`config.mk`:
```
export PLATFORM = sky130hd
export DESIGN_NAME = dualchan_regport
export DESIGN_NICKNAME = d
export VERILOG_FILES = /design/src/rtl/regport_pkg.sv /design/src/rtl/regport_decode.sv /design/src/rtl/regport_chan.sv /design/src/rtl/dualchan_regport.sv
export SDC_FILE = /design/constraint.sdc
export NUM_CORES = 1
export LEC_CHECK = 0
export BUFFER_PORTS_ARGS = -buffer_cell sky130_fd_sc_hd__buf_2
export CAP_MARGIN = 20
export CORE_MARGIN = 2
export CORE_UTILIZATION = 57
export DETAILED_ROUTE_END_ITERATION = 8
export PLACE_DENSITY = 0.76
export SYNTH_ARGS = -nofsm -noshare
export SYNTH_HDL_FRONTEND = slang
export SYNTH_SLANG_ARGS = --single-unit
```
`constraint.sdc`:
```
create_clock -name clk -period 2.2 [get_ports clk]
set_input_delay 0.11 -clock clk [delete_from_list [all_inputs] [get_ports clk]]
set_output_delay 0.11 -clock clk [all_outputs]
set_load 0.1 [all_outputs]
```
`src/rtl/regport_pkg.sv`:
```
// Package: shared types, register indices and the reset value functions
// for the dual-channel register access port.
// Assumes 8-bit registers and 16 registers per direction per channel.
package regport_pkg;

    localparam int REG_BITS  = 8;
    localparam int REG_COUNT = 16;
    localparam int PTR_BITS  = $clog2(REG_COUNT);
    localparam int CHANNELS  = 2;

    typedef logic [REG_COUNT-1:0][REG_BITS-1:0] regbank_t;

    // Register indices whose behaviour is decoded by this block
    localparam logic [PTR_BITS-1:0] IDX_PTRCMD  = 4'd0;
    localparam logic [PTR_BITS-1:0] IDX_RXCFG   = 4'd3;
    localparam logic [PTR_BITS-1:0] IDX_FRAME   = 4'd4;
    localparam logic [PTR_BITS-1:0] IDX_MASTER  = 4'd9;
    localparam logic [PTR_BITS-1:0] IDX_LINECFG = 4'd10;
    localparam logic [PTR_BITS-1:0] IDX_CLKSRC  = 4'd11;
    localparam logic [PTR_BITS-1:0] IDX_DIVLO   = 4'd12;
    localparam logic [PTR_BITS-1:0] IDX_DIVHI   = 4'd13;
    localparam logic [PTR_BITS-1:0] IDX_AUX     = 4'd14;
    localparam logic [PTR_BITS-1:0] IDX_EVTEN   = 4'd15;
    localparam logic [PTR_BITS-1:0] IDX_STAT    = 4'd0;
    localparam logic [PTR_BITS-1:0] IDX_STAT2   = 4'd1;

    // Reset field codes in register 9 bits 7:6
    typedef enum logic [1:0] {
        RST_NONE = 2'b00,
        RST_CHB  = 2'b01,
        RST_CHA  = 2'b10,
        RST_BOTH = 2'b11
    } rst_code_e;

    localparam logic [2:0] CMD_POINT_HIGH = 3'b001;
    localparam int         HUNT_BIT       = 4;
    localparam logic [7:0] STAT_POWERON   = 8'h04;

    // Soft reset of the write bank
    function automatic regbank_t soft_wbank(regbank_t w);
        regbank_t n = w;
        n[IDX_RXCFG]   = w[IDX_RXCFG] & 8'hFE;
        n[IDX_FRAME]   = w[IDX_FRAME] | 8'h04;
        n[IDX_LINECFG] = w[IDX_LINECFG] & 8'h60;
        n[IDX_AUX]     = w[IDX_AUX] | 8'h20;
        n[IDX_EVTEN]   = 8'hF8;
        return n;
    endfunction

    // Hard reset of the write bank: soft reset then extra forcing
    function automatic regbank_t hard_wbank(regbank_t w);
        regbank_t n = soft_wbank(w);
        n[IDX_MASTER]  = (w[IDX_MASTER] & 8'h03) | 8'hC0;
        n[IDX_LINECFG] = 8'h00;
        n[IDX_CLKSRC]  = 8'h08;
        n[IDX_AUX]     = (n[IDX_AUX] & 8'hC0) | 8'h30;
        return n;
    endfunction

    // Soft or hard reset of the read bank (identical for both)
    function automatic regbank_t soft_rbank(regbank_t r);
        regbank_t n = r;
        n[IDX_STAT]  = (r[IDX_STAT] & 8'hB8) | 8'h44;
        n[IDX_STAT2] = (r[IDX_STAT2] & 8'h01) | 8'h06;
        return n;
    endfunction

endpackage

```
`src/rtl/regport_decode.sv`:
```
// Module: address and strobe decoder.
// Splits one host access into a per-channel control write/read or data
// write/read strobe. Assumes at most one access per cycle; a write wins
// over a simultaneous read.
module regport_decode
    import regport_pkg::*;
#(
    parameter int NCH = CHANNELS
) (
    input  logic [1:0]     addr,
    input  logic           wr_en,
    input  logic           rd_en,
    output logic [NCH-1:0] ctl_wr,
    output logic [NCH-1:0] ctl_rd,
    output logic [NCH-1:0] dat_wr,
    output logic [NCH-1:0] dat_rd,
    output logic           sel_ch
);
    logic is_data;
    logic do_rd;

    // Access kind and channel from the address bits
    always_comb begin
        is_data = addr[0];
        sel_ch  = addr[1];
        do_rd   = rd_en && !wr_en;
    end

    for (genvar c = 0; c < NCH; c++) begin : g_ch
        logic hit;
        // Per-channel strobe generation
        always_comb begin
            hit       = (sel_ch == c[0]);
            ctl_wr[c] = hit && wr_en && !is_data;
            ctl_rd[c] = hit && do_rd && !is_data;
            dat_wr[c] = hit && wr_en && is_data;
            dat_rd[c] = hit && do_rd && is_data;
        end
    end
endmodule

```
`src/rtl/regport_chan.sv`:
```
// Module: one channel's register pointer and register banks.
// Holds the pointer, 16 write and 16 read registers, applies the pointer
// command, the mirrored and side-effect writes, and the reset values.
// Assumes soft_rst/hard_rst come from the top's reset decode and that
// ctl_wr and ctl_rd are never high together.
module regport_chan
    import regport_pkg::*;
(
    input  logic                clk,
    input  logic                rst_n,
    input  logic                ctl_wr,
    input  logic                ctl_rd,
    input  logic [REG_BITS-1:0] wdata,
    input  logic                soft_rst,
    input  logic                hard_rst,
    output logic [REG_BITS-1:0] rd_byte,
    output logic [1:0]          rst_cmd,
    output regbank_t            wbank_o
);
    regbank_t            wbank;
    regbank_t            rbank;
    logic [PTR_BITS-1:0] ptr;

    // Read register currently addressed and reset request from register 9
    always_comb begin
        rd_byte = rbank[ptr];
        rst_cmd = (ctl_wr && ptr == IDX_MASTER) ? wdata[7:6] : RST_NONE;
        wbank_o = wbank;
    end

    // Pointer, register banks and reset application
    always_ff @(posedge clk) begin
        if (!rst_n) begin
            wbank           <= '0;
            rbank           <= '0;
            rbank[IDX_STAT] <= STAT_POWERON;
            ptr             <= '0;
        end else if (hard_rst) begin
            wbank <= hard_wbank(wbank);
            rbank <= soft_rbank(rbank);
            ptr   <= '0;
        end else if (soft_rst) begin
            wbank <= soft_wbank(wbank);
            rbank <= soft_rbank(rbank);
            ptr   <= '0;
        end else if (ctl_wr) begin
            if (ptr == IDX_PTRCMD) begin
                ptr <= {wdata[5:3] == CMD_POINT_HIGH, wdata[2:0]};
            end else begin
                ptr <= '0;
                case (ptr)
                    IDX_MASTER: begin
                        if (wdata[7:6] == RST_NONE) wbank[IDX_MASTER] <= wdata;
                    end
                    IDX_RXCFG: begin
                        wbank[IDX_RXCFG] <= wdata;
                        if (wdata[HUNT_BIT]) rbank[IDX_STAT][HUNT_BIT] <= 1'b1;
                    end
                    IDX_DIVLO, IDX_DIVHI: begin
                        wbank[ptr] <= wdata;
                        rbank[ptr] <= wdata;
                    end
                    default: wbank[ptr] <= wdata;
                endcase
            end
        end else if (ctl_rd) begin
            ptr <= '0;
        end
    end

    AST_PTR_CLEAR_ON_READ: assert property (@(posedge clk) disable iff (!rst_n)
        ctl_rd |=> ptr == '0);
    AST_PTR_CLEAR_AFTER_WRITE: assert property (@(posedge clk) disable iff (!rst_n)
        (ctl_wr && ptr != '0) |=> ptr == '0);
    AST_PTR_HOLDS_IDLE: assert property (@(posedge clk) disable iff (!rst_n)
        (!ctl_wr && !ctl_rd && !soft_rst && !hard_rst) |=> $stable(ptr));
    AST_SOFT_STATUS: assert property (@(posedge clk) disable iff (!rst_n)
        (soft_rst || hard_rst) |=> (rbank[IDX_STAT][2] && rbank[IDX_STAT][6]
                                    && rbank[IDX_STAT2][2:1] == 2'b11));
    AST_SOFT_EVTEN: assert property (@(posedge clk) disable iff (!rst_n)
        (soft_rst || hard_rst) |=> wbank[IDX_EVTEN] == 8'hF8);
    AST_HARD_CLKSRC: assert property (@(posedge clk) disable iff (!rst_n)
        hard_rst |=> (wbank[IDX_CLKSRC] == 8'h08 && wbank[IDX_LINECFG] == 8'h00));
    AST_DIV_MIRROR: assert property (@(posedge clk) disable iff (!rst_n)
        (ctl_wr && !soft_rst && !hard_rst && (ptr == IDX_DIVLO || ptr == IDX_DIVHI))
        |=> rbank[$past(ptr)] == $past(wdata));
    AST_HUNT_SYNC: assert property (@(posedge clk) disable iff (!rst_n)
        (ctl_wr && !soft_rst && !hard_rst && ptr == IDX_RXCFG && wdata[HUNT_BIT])
        |=> rbank[IDX_STAT][HUNT_BIT]);
    AST_RST_NOT_STORED: assert property (@(posedge clk) disable iff (!rst_n)
        (ctl_wr && !hard_rst && ptr == IDX_MASTER && wdata[7:6] != RST_NONE)
        |=> $stable(wbank[IDX_MASTER]));
endmodule

```
`src/rtl/dualchan_regport.sv`:
```
// Module: top of the dual-channel register access port.
// Decodes the host access, routes it to the two channel register blocks,
// combines the register-9 reset requests and registers the read byte.
// Assumes one host access per cycle; channel index 0 is channel B.
module dualchan_regport
    import regport_pkg::*;
(
    input  logic         clk,
    input  logic         rst_n,
    input  logic [1:0]   addr,
    input  logic         wr_en,
    input  logic         rd_en,
    input  logic [7:0]   wdata,
    output logic [7:0]   rdata,
    input  logic [15:0]  rx_data,
    output logic [1:0]   data_wr_stb,
    output logic [1:0]   data_rd_stb,
    output logic [255:0] wregs
);
    localparam int BANK_BITS = REG_COUNT * REG_BITS;

    logic [CHANNELS-1:0] ctl_wr, ctl_rd, dat_wr, dat_rd;
    logic                sel_ch;
    logic [1:0]          rst_cmd [CHANNELS];
    logic [7:0]          rd_byte [CHANNELS];
    logic [CHANNELS-1:0] soft_rst;
    logic                hard_rst;

    regport_decode #(.NCH(CHANNELS)) u_decode (
        .addr   (addr),
        .wr_en  (wr_en),
        .rd_en  (rd_en),
        .ctl_wr (ctl_wr),
        .ctl_rd (ctl_rd),
        .dat_wr (dat_wr),
        .dat_rd (dat_rd),
        .sel_ch (sel_ch)
    );

    // Combine reset requests from either channel into per-channel resets
    always_comb begin
        hard_rst    = 1'b0;
        soft_rst    = '0;
        for (int c = 0; c < CHANNELS; c++) begin
            hard_rst    = hard_rst    || (rst_cmd[c] == RST_BOTH);
            soft_rst[0] = soft_rst[0] || (rst_cmd[c] == RST_CHB);
            soft_rst[1] = soft_rst[1] || (rst_cmd[c] == RST_CHA);
        end
        data_wr_stb = dat_wr;
        data_rd_stb = dat_rd;
    end

    for (genvar c = 0; c < CHANNELS; c++) begin : g_chan
        regbank_t wbank;
        regport_chan u_chan (
            .clk      (clk),
            .rst_n    (rst_n),
            .ctl_wr   (ctl_wr[c]),
            .ctl_rd   (ctl_rd[c]),
            .wdata    (wdata),
            .soft_rst (soft_rst[c]),
            .hard_rst (hard_rst),
            .rd_byte  (rd_byte[c]),
            .rst_cmd  (rst_cmd[c]),
            .wbank_o  (wbank)
        );
        assign wregs[c*BANK_BITS +: BANK_BITS] = wbank;
    end

    // Registered read byte from the control or data path
    always_ff @(posedge clk) begin
        if (!rst_n) begin
            rdata <= '0;
        end else if (|ctl_rd) begin
            rdata <= rd_byte[sel_ch];
        end else if (|dat_rd) begin
            rdata <= rx_data[sel_ch*8 +: 8];
        end
    end

    AST_ONE_STROBE: assert property (@(posedge clk) disable iff (!rst_n)
        $onehot0({ctl_wr, ctl_rd, data_wr_stb, data_rd_stb}));
    AST_DATA_READ: assert property (@(posedge clk) disable iff (!rst_n)
        (|data_rd_stb) |=> rdata == $past(rx_data[sel_ch*8 +: 8]));
    AST_RESET_ONE_KIND: assert property (@(posedge clk) disable iff (!rst_n)
        !(hard_rst && |soft_rst));
endmodule

```
==> results of run 1 <==
layout by cell type (no fill, tap or decap), types with 11 or more instances in the layout:
cell type  instances
clkbuf_8          18
nor3_1            15
a21boi_0          78
clkbuf_16         53
mux2i_1          213
a21oi_1           16
nand2_1          166
and3_1            19
nor2_1            72
a21boi_1          23
o21ai_0           24
and2_1           223
nor2b_1          117
nand3_1           36
buf_4             63
buf_2            296
clkbuf_1          14
mux4_2            48
dfxtp_1          524
buf_12            11
synthesized netlist by cell type (2+ instances only):
cell,number,share of area
and2_1,223,0.071
nor2_2,5,0.0016
o221ai_1,4,0.0018
a22oi_1,8,0.0030
o22ai_1,5,0.0016
nand3_1,37,0.0094
a21boi_0,78,0.030
o211ai_1,3,0.0011
buf_2,34,0.0086
nand2b_1,6,0.0019
nor2b_1,117,0.037
a211oi_1,6,0.0023
o21ai_1,7,0.0018
nor2_4,6,0.0034
buf_6,2,0.0011
or4_1,2,0.00076
nor3b_1,3,0.0011
o21a_1,7,0.0027
nor3_2,2,0.0010
mux4_2,48,0.055
or2_1,2,0.00063
clkbuf_1,95,0.018
or3_1,3,0.00095
buf_4,8,0.0030
dfxtp_1,528,0.53
nor2_1,72,0.014
buf_1,7,0.0013
nand4_1,5,0.0016
a21boi_1,23,0.0087
a21oi_1,16,0.0040
mux2i_1,213,0.11
a2111oi_0,3,0.0013
nor3_1,16,0.0040
nand2_1,166,0.031
a32o_1,8,0.0040
or2_2,4,0.0013
inv_1,4,0.00076
nand3b_1,2,0.00076
mux2_2,4,0.0023
and3_1,19,0.0060
o21ai_0,24,0.0061
o211a_1,2,0.0010
metal layers:
metal,global-route usage,vias up,share of wire
met3,0.0477,89,0.069
met5,0,-,0
li1,-,6822,-
met1,0.371,6863,0.45
met4,0.0903,0,0.028
met2,0.437,453,0.45
sequential cells by signal, summed over array words and instances, names as in the netlist:
signal                 cells
g_chan.u_chan.rbank      256
g_chan.u_chan.wbank_o    256
g_chan.u_chan.ptr          8
rdata                      8
final timing paths:
kind	startpoint	end	slack [ns]	cells past startpoint
hold reg to reg	g_chan[1].u_chan.wbank_o[107]$_SDFFE_PN0P_	g_chan[1].u_chan.wbank_o[107]$_SDFFE_PN0P_	0.45	2
setup / recovery	g_chan[0].u_chan.ptr[1]$_SDFFE_PP0P_	rdata[2]$_SDFFE_PN0P_	0.13	7
setup reg to reg	g_chan[0].u_chan.ptr[1]$_SDFFE_PP0P_	rdata[2]$_SDFFE_PN0P_	0.13	7
hold / removal	wdata[1]	g_chan[1].u_chan.wbank_o[121]$_SDFFE_PP0P_	0.04	4
area by class of cell:
cell class | count | area, µm² | share of cell area
clock inverter | 5 | 104 | 0.00439
tap | 455 | 569 | 0.0240
inverter | 4 | 15.0 | 0.000634
timing repair buffer | 371 | 2190 | 0.0925
clock buffer | 85 | 1630 | 0.0687
multi-input combinational | 1171 | 8600 | 0.363
sequential | 528 | 10600 | 0.447
report_power, final:
part | switching, mW | leakage (nW) | internal, mW | total, mW
logic | 0.510 | 4.98 | 0.236 | 0.746
registers | 0.0211 | 4.25 | 9.58 | 9.60
clock network | 3.52 | 0.850 | 5.35 | 8.87
total | 4.05 | 10.1 | 15.2 | 19.2
cells by family after synthesis:
logic type | after synthesis | synth area share
AO/OA/AOI/OAI | 204 | 0.0742
multiplexers | 265 | 0.165
AND/OR/NAND/NOR | 702 | 0.194
buffers and inverters | 150 | 0.0329
flip-flops | 528 | 0.534
worst max-delay path: cells and delay by family (launching register included):
| kind | cells | cell delay, ns |
|---|---|---|
| AND/OR/NAND/NOR | 1 | 0.06 |
| buffers and inverters | 2 | 0.37 |
| flip-flops | 1 | 0.58 |
| multiplexers | 1 | 0.22 |
| AO/OA/AOI/OAI | 3 | 0.73 |
==> results.md, run 1 <==
* # DRC at 0
* Total Power at 19.2 mW
* First-pass GRT wire length at 77600 µm
* Detailed Place HPWL at approximately 34000 µm
* Layout overhead on the synthesized area at 19.7%
* Vias in the first global route at about 14000
* Hold crit path type: in2reg
* Fillers at 2575
* Fmax at about 480 MHz
* Mapped Nets at 1879
* Crit path largest cell delay at ~0.58 ns
* Number of CTS-inserted buffers at 51
* Final std cells w/o fill at around 2600
* Finished Core Util at 0.689
* Worst Setup Slack, final at 0.129 ns
* YS warnings at 0
* Skew final at 0.0146 ns
* Post-CTS Setup Repair Bufs at 0
* Core area at ~34000 µm²
* Synth unique cells at 64
* Root Driver: clkbuf_16
* Status: completed
* Row cnt at 68
* DP Worst Slack at 0.124 ns
* Actual slew at the worst max-slew pin at 1.05 ns
* WP data arrival at 2.52 ns
* Layout net count at 2157
* Clock Latency Late Sink at 0.56 ns
* Synth async-reset ratio at 0
* Crit start category: register
* Synthesized instance count at 1849
* Htree depth at 2
* IO Pins at 298
* Worst hold margin at 0.0359 ns
* Post-CTS Hold Buffers at 0
* Synth Area per Inst at between 10 and 15 µm²
* Largest net degree at the start of global routing at 138
* Placer Congestion at 0.825
* Sequential area share after synthesis at 0.534
* Clk slew on worst S/H paths at around 0.060 ns
* Fin. Hold Viols at 0
* Initial antenna violation count at 0
* Slowest stage cell, crit path: dfxtp_2
* Maximum buffer depth of the clock tree at 3
* DR vias/cell at 5.43
* Fin crit period at 2.07 ns
* Final TNS setup at 0 ns
* 1st-iter DRT viols at 890
* Syn Std Cell Area at a little under 20000 µm²
* Die Wd at 190 µm
* Post-DP Area at 21900 µm²
* Crit-path cells: buf_12, mux2i_1, nor2_1, a2111oi_0, buf_4, o21ai_1, a32o_1
* Setup crit end kind: register
* Largest fanout on the critical path at 13
* Cts repair resizes at 0
* Antenna diodes at 0
* Relative slew slack at 0.298
* CTS tree: done
* Leakage Power at 10.1 nW
* Share of cells above drive strength 1 at 0.249
* CTS Sinks at 528
* Wire per inst at 19.0 µm
* Global route total overflow at 0
* Worst vdd ir at 0.000629 V
* Die Area at between 30000 and 40000 µm²
* Inst Count DP at 2529
* Number of flops mapped to enable cells by yosys at 0
* Fin area at 23700 µm²
* Number of synthesized register bits at 528
* Final ANT Viol Nets at 0
* Top FF cell, synth: dfxtp_1
* Height of the die at 190 µm
* RSZ-0062 raised after global routing: no
* IO Port Bufs at 297
* Via count at 14200
* Crit share post-route at 0.941
* Final wirelength at between 40000 and 50000 µm
* Max-slew violations at 0
* Power per cell area at 811 nW/µm²
* Setup violators final at 0
* Worst path required time at ~2.7 ns
* Max-Cap Viols at 0
* Initial DRT Pass Iterations at 4
* GRT Overall Usage at 0.271
* Starting Density at 0.576
* CP Class: reg2reg
(Power assumes the default switching activity.)
==> run 2, diff against run 1 <==
- MAX_ROUTING_LAYER: not set -> met4
==> run 2 against run 1 <==
Compared with the run above:
- cell area unchanged
- clock skew up 0.0028 ns
- global-route usage up 0.78 points
- critical path depth unchanged
- combinational power about the same
- cell count unchanged
- clock-buffer cell count unchanged
- die area unchanged
- sequential power about the same
- maximum frequency up 0.26%
- non-clock buffer count unchanged
- sequential share of layout area unchanged
- largest cell class unchanged
- highest routed layer unchanged
==> results.md, run 2 (synthesis gave the netlist of run 1 again) <==
* RSZ-0062 raised after global routing: no
* Core area at 34400 µm²
* Critical path origin: g_chan[0].u_chan.ptr[0]$_SDFFE_PP0P_
* Htree depth at 2
* CP Class: reg2reg
* Setup violators final at 0
* Height of the die at ~190 µm
* Pint at 15.2 mW
* Relative slew slack at 0.288
* Setup crit end kind: register
* HP Start: wdata[1]
* R2R Setup Slk at around 0.13 ns
* Worst path required time at 2.65 ns
* Leakage Power at just over 10 nW
* Fillers at around 2600
* IO Port Bufs at 297
* Hold crit path type: in2reg
* First-pass GRT wire length at 77500 µm
* Crit start category: register
* 1st-iter DRT viols at 889
* Crit share post-route at 0.939
* Actual slew at the worst max-slew pin at 1.07 ns
* Root Driver: clkbuf_16
* Via count at roughly 14000
* Post-CTS Hold Buffers at 0
* Initial DRT Pass Iterations at 5
* Starting Density at 0.576
* Die Wd at 190 µm
* Clock Latency Late Sink at 0.57 ns
* Detailed Place HPWL at 33900 µm
* Commonest cells after routing, fill and taps aside: dfxtp_1 (524), buf_2 (296), and2_1 (223)
* Max-slew violations at 0
* Most common cell after layout, fill and taps aside: dfxtp_1
* CTS tree: done
* NetSw at 4.05 mW
* Placer Congestion at 0.837
* Largest fanout on the critical path at 22
* CTS Sinks at 528
* DR vias/cell at 5.45
* Reg2reg start: g_chan[0].u_chan.ptr[0]$_SDFFE_PP0P_
* Row cnt at 68
* Layout net count at between 2000 and 2500
* Reg-to-Reg End: rdata[3]$_SDFFE_PN0P_
* Vias in the first global route at about 14000
* Status: completed
* FF+latch area at 10600 µm²
* GRT Overall Usage at 0.279
* Global route total overflow at 0
* Largest net degree at the start of global routing at 138
* Fin. Hold Viols at 0
* Skew final at approximately 0.017 ns
* Wire per inst at 19.0 µm
* Max-Cap Viols at 0
* Number of CTS-inserted buffers at 51
* Worst r2r path cells at 7
* # DRC at 0
* Final TNS setup at 0 ns
* Combinational share of power at 0.039
* Final wirelength at around 50000 µm
* WP data arrival at 2.52 ns
* Setup crit end: rdata[3]$_SDFFE_PN0P_
* Fin crit period at 2.07 ns
* Switching share of power at 0.211
* Area of the multi-input gates at between 8000 and 9000 µm²
* IO Pins at around 300
* Worst vdd ir at 0.000633 V
* Clock network fraction of total power at 0.462
* Share of cells above drive strength 1 at 0.249
* Layout overhead on the synthesized area at 19.7%
* Initial antenna violation count at 0
* Maximum buffer depth of the clock tree at 3
* Die Area at 36200 µm²
* Final ANT Viol Nets at 0
* Flop pwr share at 0.500
* Fmax at 484 MHz
* Total Power at 19.2 mW
* Power per cell area at 811 nW/µm²
* Clk slew on worst S/H paths at 0.06 ns
* Antenna diodes at 0
run 2: cell counts in the layout (fill, tap and decap cells not counted):
Identical to the previous run, type by type.
run 2: area by class of cell:
type                    count  share of cell area
inverters                   4            0.000634
multi-input cells        1171               0.363
well taps                 455              0.0240
clock inverters             5             0.00439
clock buffers              85              0.0687
repair buffers            371              0.0925
flip-flops and latches    528               0.447
run 2: stage by stage:
stage	worst slack [ns]	cell area, µm²	utilization	instances	hold slack (ns)
finish	0.134	23700	0.689	2619	0.0310
global route	0.0278	23700	0.689	2619	0.0297
CTS	0.117	23700	0.688	2619	0.0161
detailed placement	0.124	21900	0.638	2529	0.437
global placement	0.109	21900	0.638	2529	0.431
floorplan	0.257	19800	-	1849	0.279
run 2: routing by layer:
layer  wire length, µm  track usage  vias to the layer above
met5                 0            -                        -
met4              1390       0.0903                        0
met3              3400       0.0469                       93
met2             22600        0.437                      477
met1             22400        0.370                     6883
li1                  -            -                     6815
run 2: critical path: stages, from the launching register on:
cell	delay [ns]
dfxtp_2	0.38
buf_4	0.32
or3b_1	0.19
buf_4	0.15
nor2_1	0.05
a2111oi_0	0.36
o21ai_1	0.20
a32o_1	0.29
run 2: what timing repair did:
action	CTS	global route
buffers inserted	0	0
endpoints found under the hold margin	0	0
gates resized for setup	0	3
setup endpoints to repair	0	9
run 2: power groups by stage:
stage                     logic, mW  registers, mW  clock network (mW)
after floorplan               0.421           9.87                   0
after global placement        0.731           9.81                   0
after detailed placement      0.737           9.81                   0
after CTS                     0.740           9.60                9.00
after global routing          0.785           9.59                9.41
final                         0.746           9.60                8.87
run 2: how the worst min path moves through the flow:
stage	endpoint	slack, ns	cells past startpoint
global route	g_chan[1].u_chan.wbank_o[121]$_SDFFE_PP0P_	0.03	4
detailed placement	g_chan[0].u_chan.rbank[2]$_SDFFE_PP1P_	0.44	1
floorplan	g_chan[1].u_chan.wbank_o[40]$_SDFFE_PN0P_	0.28	2
global placement	g_chan[0].u_chan.rbank[2]$_SDFFE_PP1P_	0.43	1
finish	g_chan[1].u_chan.wbank_o[121]$_SDFFE_PP0P_	0.03	4
CTS	g_chan[1].u_chan.wbank_o[121]$_SDFFE_PP0P_	0.02	4
==> run 3, diff against run 2 <==
- PLACE_DENSITY: 0.76 -> 0.86
==> run 3 against run 2 <==
Compared with the run above:
- first-iteration DRC count is 20% higher
- register-to-register slack is essentially flat
- largest power group unchanged
- routed wire length grew 4.2%
- clock-buffer cell count is 5 lower
- die area unchanged
- cell count grew 0.46%
==> results.md, run 3 (synthesis gave the netlist of run 1 again) <==
* Global route total overflow at 0
* Crit. path cell count at 4
* Htree depth at 2
* Crit path max-delay family: compound AO/OA/AOI/OAI gates
* Worst hold margin at 0.00940 ns
* Worst vdd ir at 0.000669 V
* Via count at 14700
* Post-DP Area at 21900 µm²
* Root Driver: clkbuf_16
* Buf/Inv on CP at 0
* Post-CTS Setup Repair Bufs at 0
* Fin crit period at 2.07 ns
* Most common cell after layout, fill and taps aside: dfxtp_1
* IO Pins at slightly below 300
* Vias in the first global route at 14200
* Pint at 15.2 mW
* Flop pwr share at 0.494
* Leakage Power at 10.1 nW
* # DRC at 0
* Clock Latency Late Sink at about 0.58 ns
* Hold crit path type: in2reg
* 1st-iter DRT viols at 1071
* Total Power at 19.4 mW
* CP Class: reg2reg
* RSZ-0062 raised after global routing: no
* Final ANT Viol Nets at 0
* Commonest cells after routing, fill and taps aside: dfxtp_1 (524), buf_2 (296), and2_1 (223)
* Power per cell area at 818 nW/µm²
* Die Area at 36200 µm²
* Detailed Place HPWL at around 35000 µm
* Row cnt at 68
* Largest net degree at the start of global routing at roughly 120
* Final wirelength at 51900 µm
* CTS tree: done
* Maximum buffer depth of the clock tree at 3
* NetSw at 4.20 mW
* Fin. Hold Viols at 0
* Layout overhead on the synthesized area at 20.0%
* Setup violators final at 0
* CTS Sinks at 528
* Max-slew violations at 0
* Wire per inst at 19.7 µm
* Setup crit end kind: register
* Share of cells above drive strength 1 at 0.252
* Worst path required time at 2.67 ns
* Fin area at 23700 µm²
* GRT Overall Usage at 0.288
* Largest fanout on the critical path at 8
* Placer Congestion at about 0.85
* Die Wd at 190 µm
* Switching share of power at 0.216
* Number of CTS-inserted buffers at 51
* DR vias/cell at 5.59
* Core area at approximately 34000 µm²
* Max-Cap Viols at 0
* Finished Core Util at 0.691
* Skew final at 0.0199 ns
* Hold Crit Depth at 3
* Combinational share of power at 0.038
* Slowest stage cell, crit path: mux4_2
* Layout net count at between 2000 and 2500
* First-pass GRT wire length at about 80000 µm
* Clock network fraction of total power at 0.468
* Clk slew on worst S/H paths at about 0.060 ns
* Fmax at 484 MHz
* Worst r2r path cells at 4
* Relative slew slack at 0.579
* Initial antenna violation count at 0
* Status: completed
* Initial DRT Pass Iterations at 5
* Crit start category: register
* Starting Density at 0.576
* Actual slew at the worst max-slew pin at 0.632 ns
* Antenna diodes at 0
* Crit-path cells: mux4_2, a2111oi_0, o21ai_1, a32o_1
* Crit path largest cell delay at 0.56 ns
* Final TNS setup at 0 ns
* Height of the die at 190 µm
* Crit share post-route at 0.940
* WP data arrival at 2.54 ns
* IO Port Bufs at 297
-- run 3: power by group through the flow --
stage / clock, mW / combinational (mW) / sequential, mW
2_1_floorplan: 0 / 0.421 / 9.87
3_3_place_gp: 0 / 0.716 / 9.81
3_5_place_dp: 0 / 0.727 / 9.81
4_1_cts: 9.14 / 0.734 / 9.60
5_1_grt: 9.54 / 0.782 / 9.59
6_report: 9.08 / 0.742 / 9.60
-- run 3: metrics by stage --
step,setup slack (ns),std cells
final,0.132,2631
after global routing,0.0367,2631
after CTS,0.101,2631
after detailed placement,0.125,2534
after global placement,0.156,2534
after floorplan,0.257,1849
-- run 3: worst paths after layout --
path	start	endpoint	slack, ns
setup / recovery	g_chan[0].u_chan.ptr[0]$_SDFFE_PP0P_	rdata[5]$_SDFFE_PN0P_	0.13
hold / removal	wdata[7]	g_chan[1].u_chan.wbank_o[103]$_SDFFE_PN0P_	0.009
setup reg to reg	g_chan[0].u_chan.ptr[0]$_SDFFE_PP0P_	rdata[5]$_SDFFE_PN0P_	0.13
hold reg to reg	g_chan[1].u_chan.wbank_o[4]$_SDFFE_PN0P_	g_chan[1].u_chan.wbank_o[4]$_SDFFE_PN0P_	0.45
-- run 3: tightest hold or removal path: cells and delay by family --
family,cells,cell delay (ns)
AOI/OAI and AO/OA,1,0.07
buffers and inverters,1,0.22
and+or+nand+nor,1,0.12
-- run 3: what timing repair did --
item,4_1_cts,5_1_grt
gates resized for setup,0,3
endpoints found under the setup margin,0,5
endpoints found under the hold margin,4,0
hold buffers,3,0
-- run 3: layout make-up --
class / instances / area [µm²]
clock buffers: 80 / 1590
multi-input cells: 1171 / 8580
repair buffers: 379 / 2220
clock inverters: 14 / 190
inverters: 4 / 15.0
flip-flops and latches: 528 / 10600
well taps: 455 / 569
fillers: 2402 / 10600
-- run 3: routing by layer --
metal	vias to the layer above	track usage	wire length [µm]
met2	621	0.445	23700
met1	7124	0.375	21800
met3	133	0.0565	4480
met5	-	-	0
li1	6827	-	-
met4	0	0.111	1970
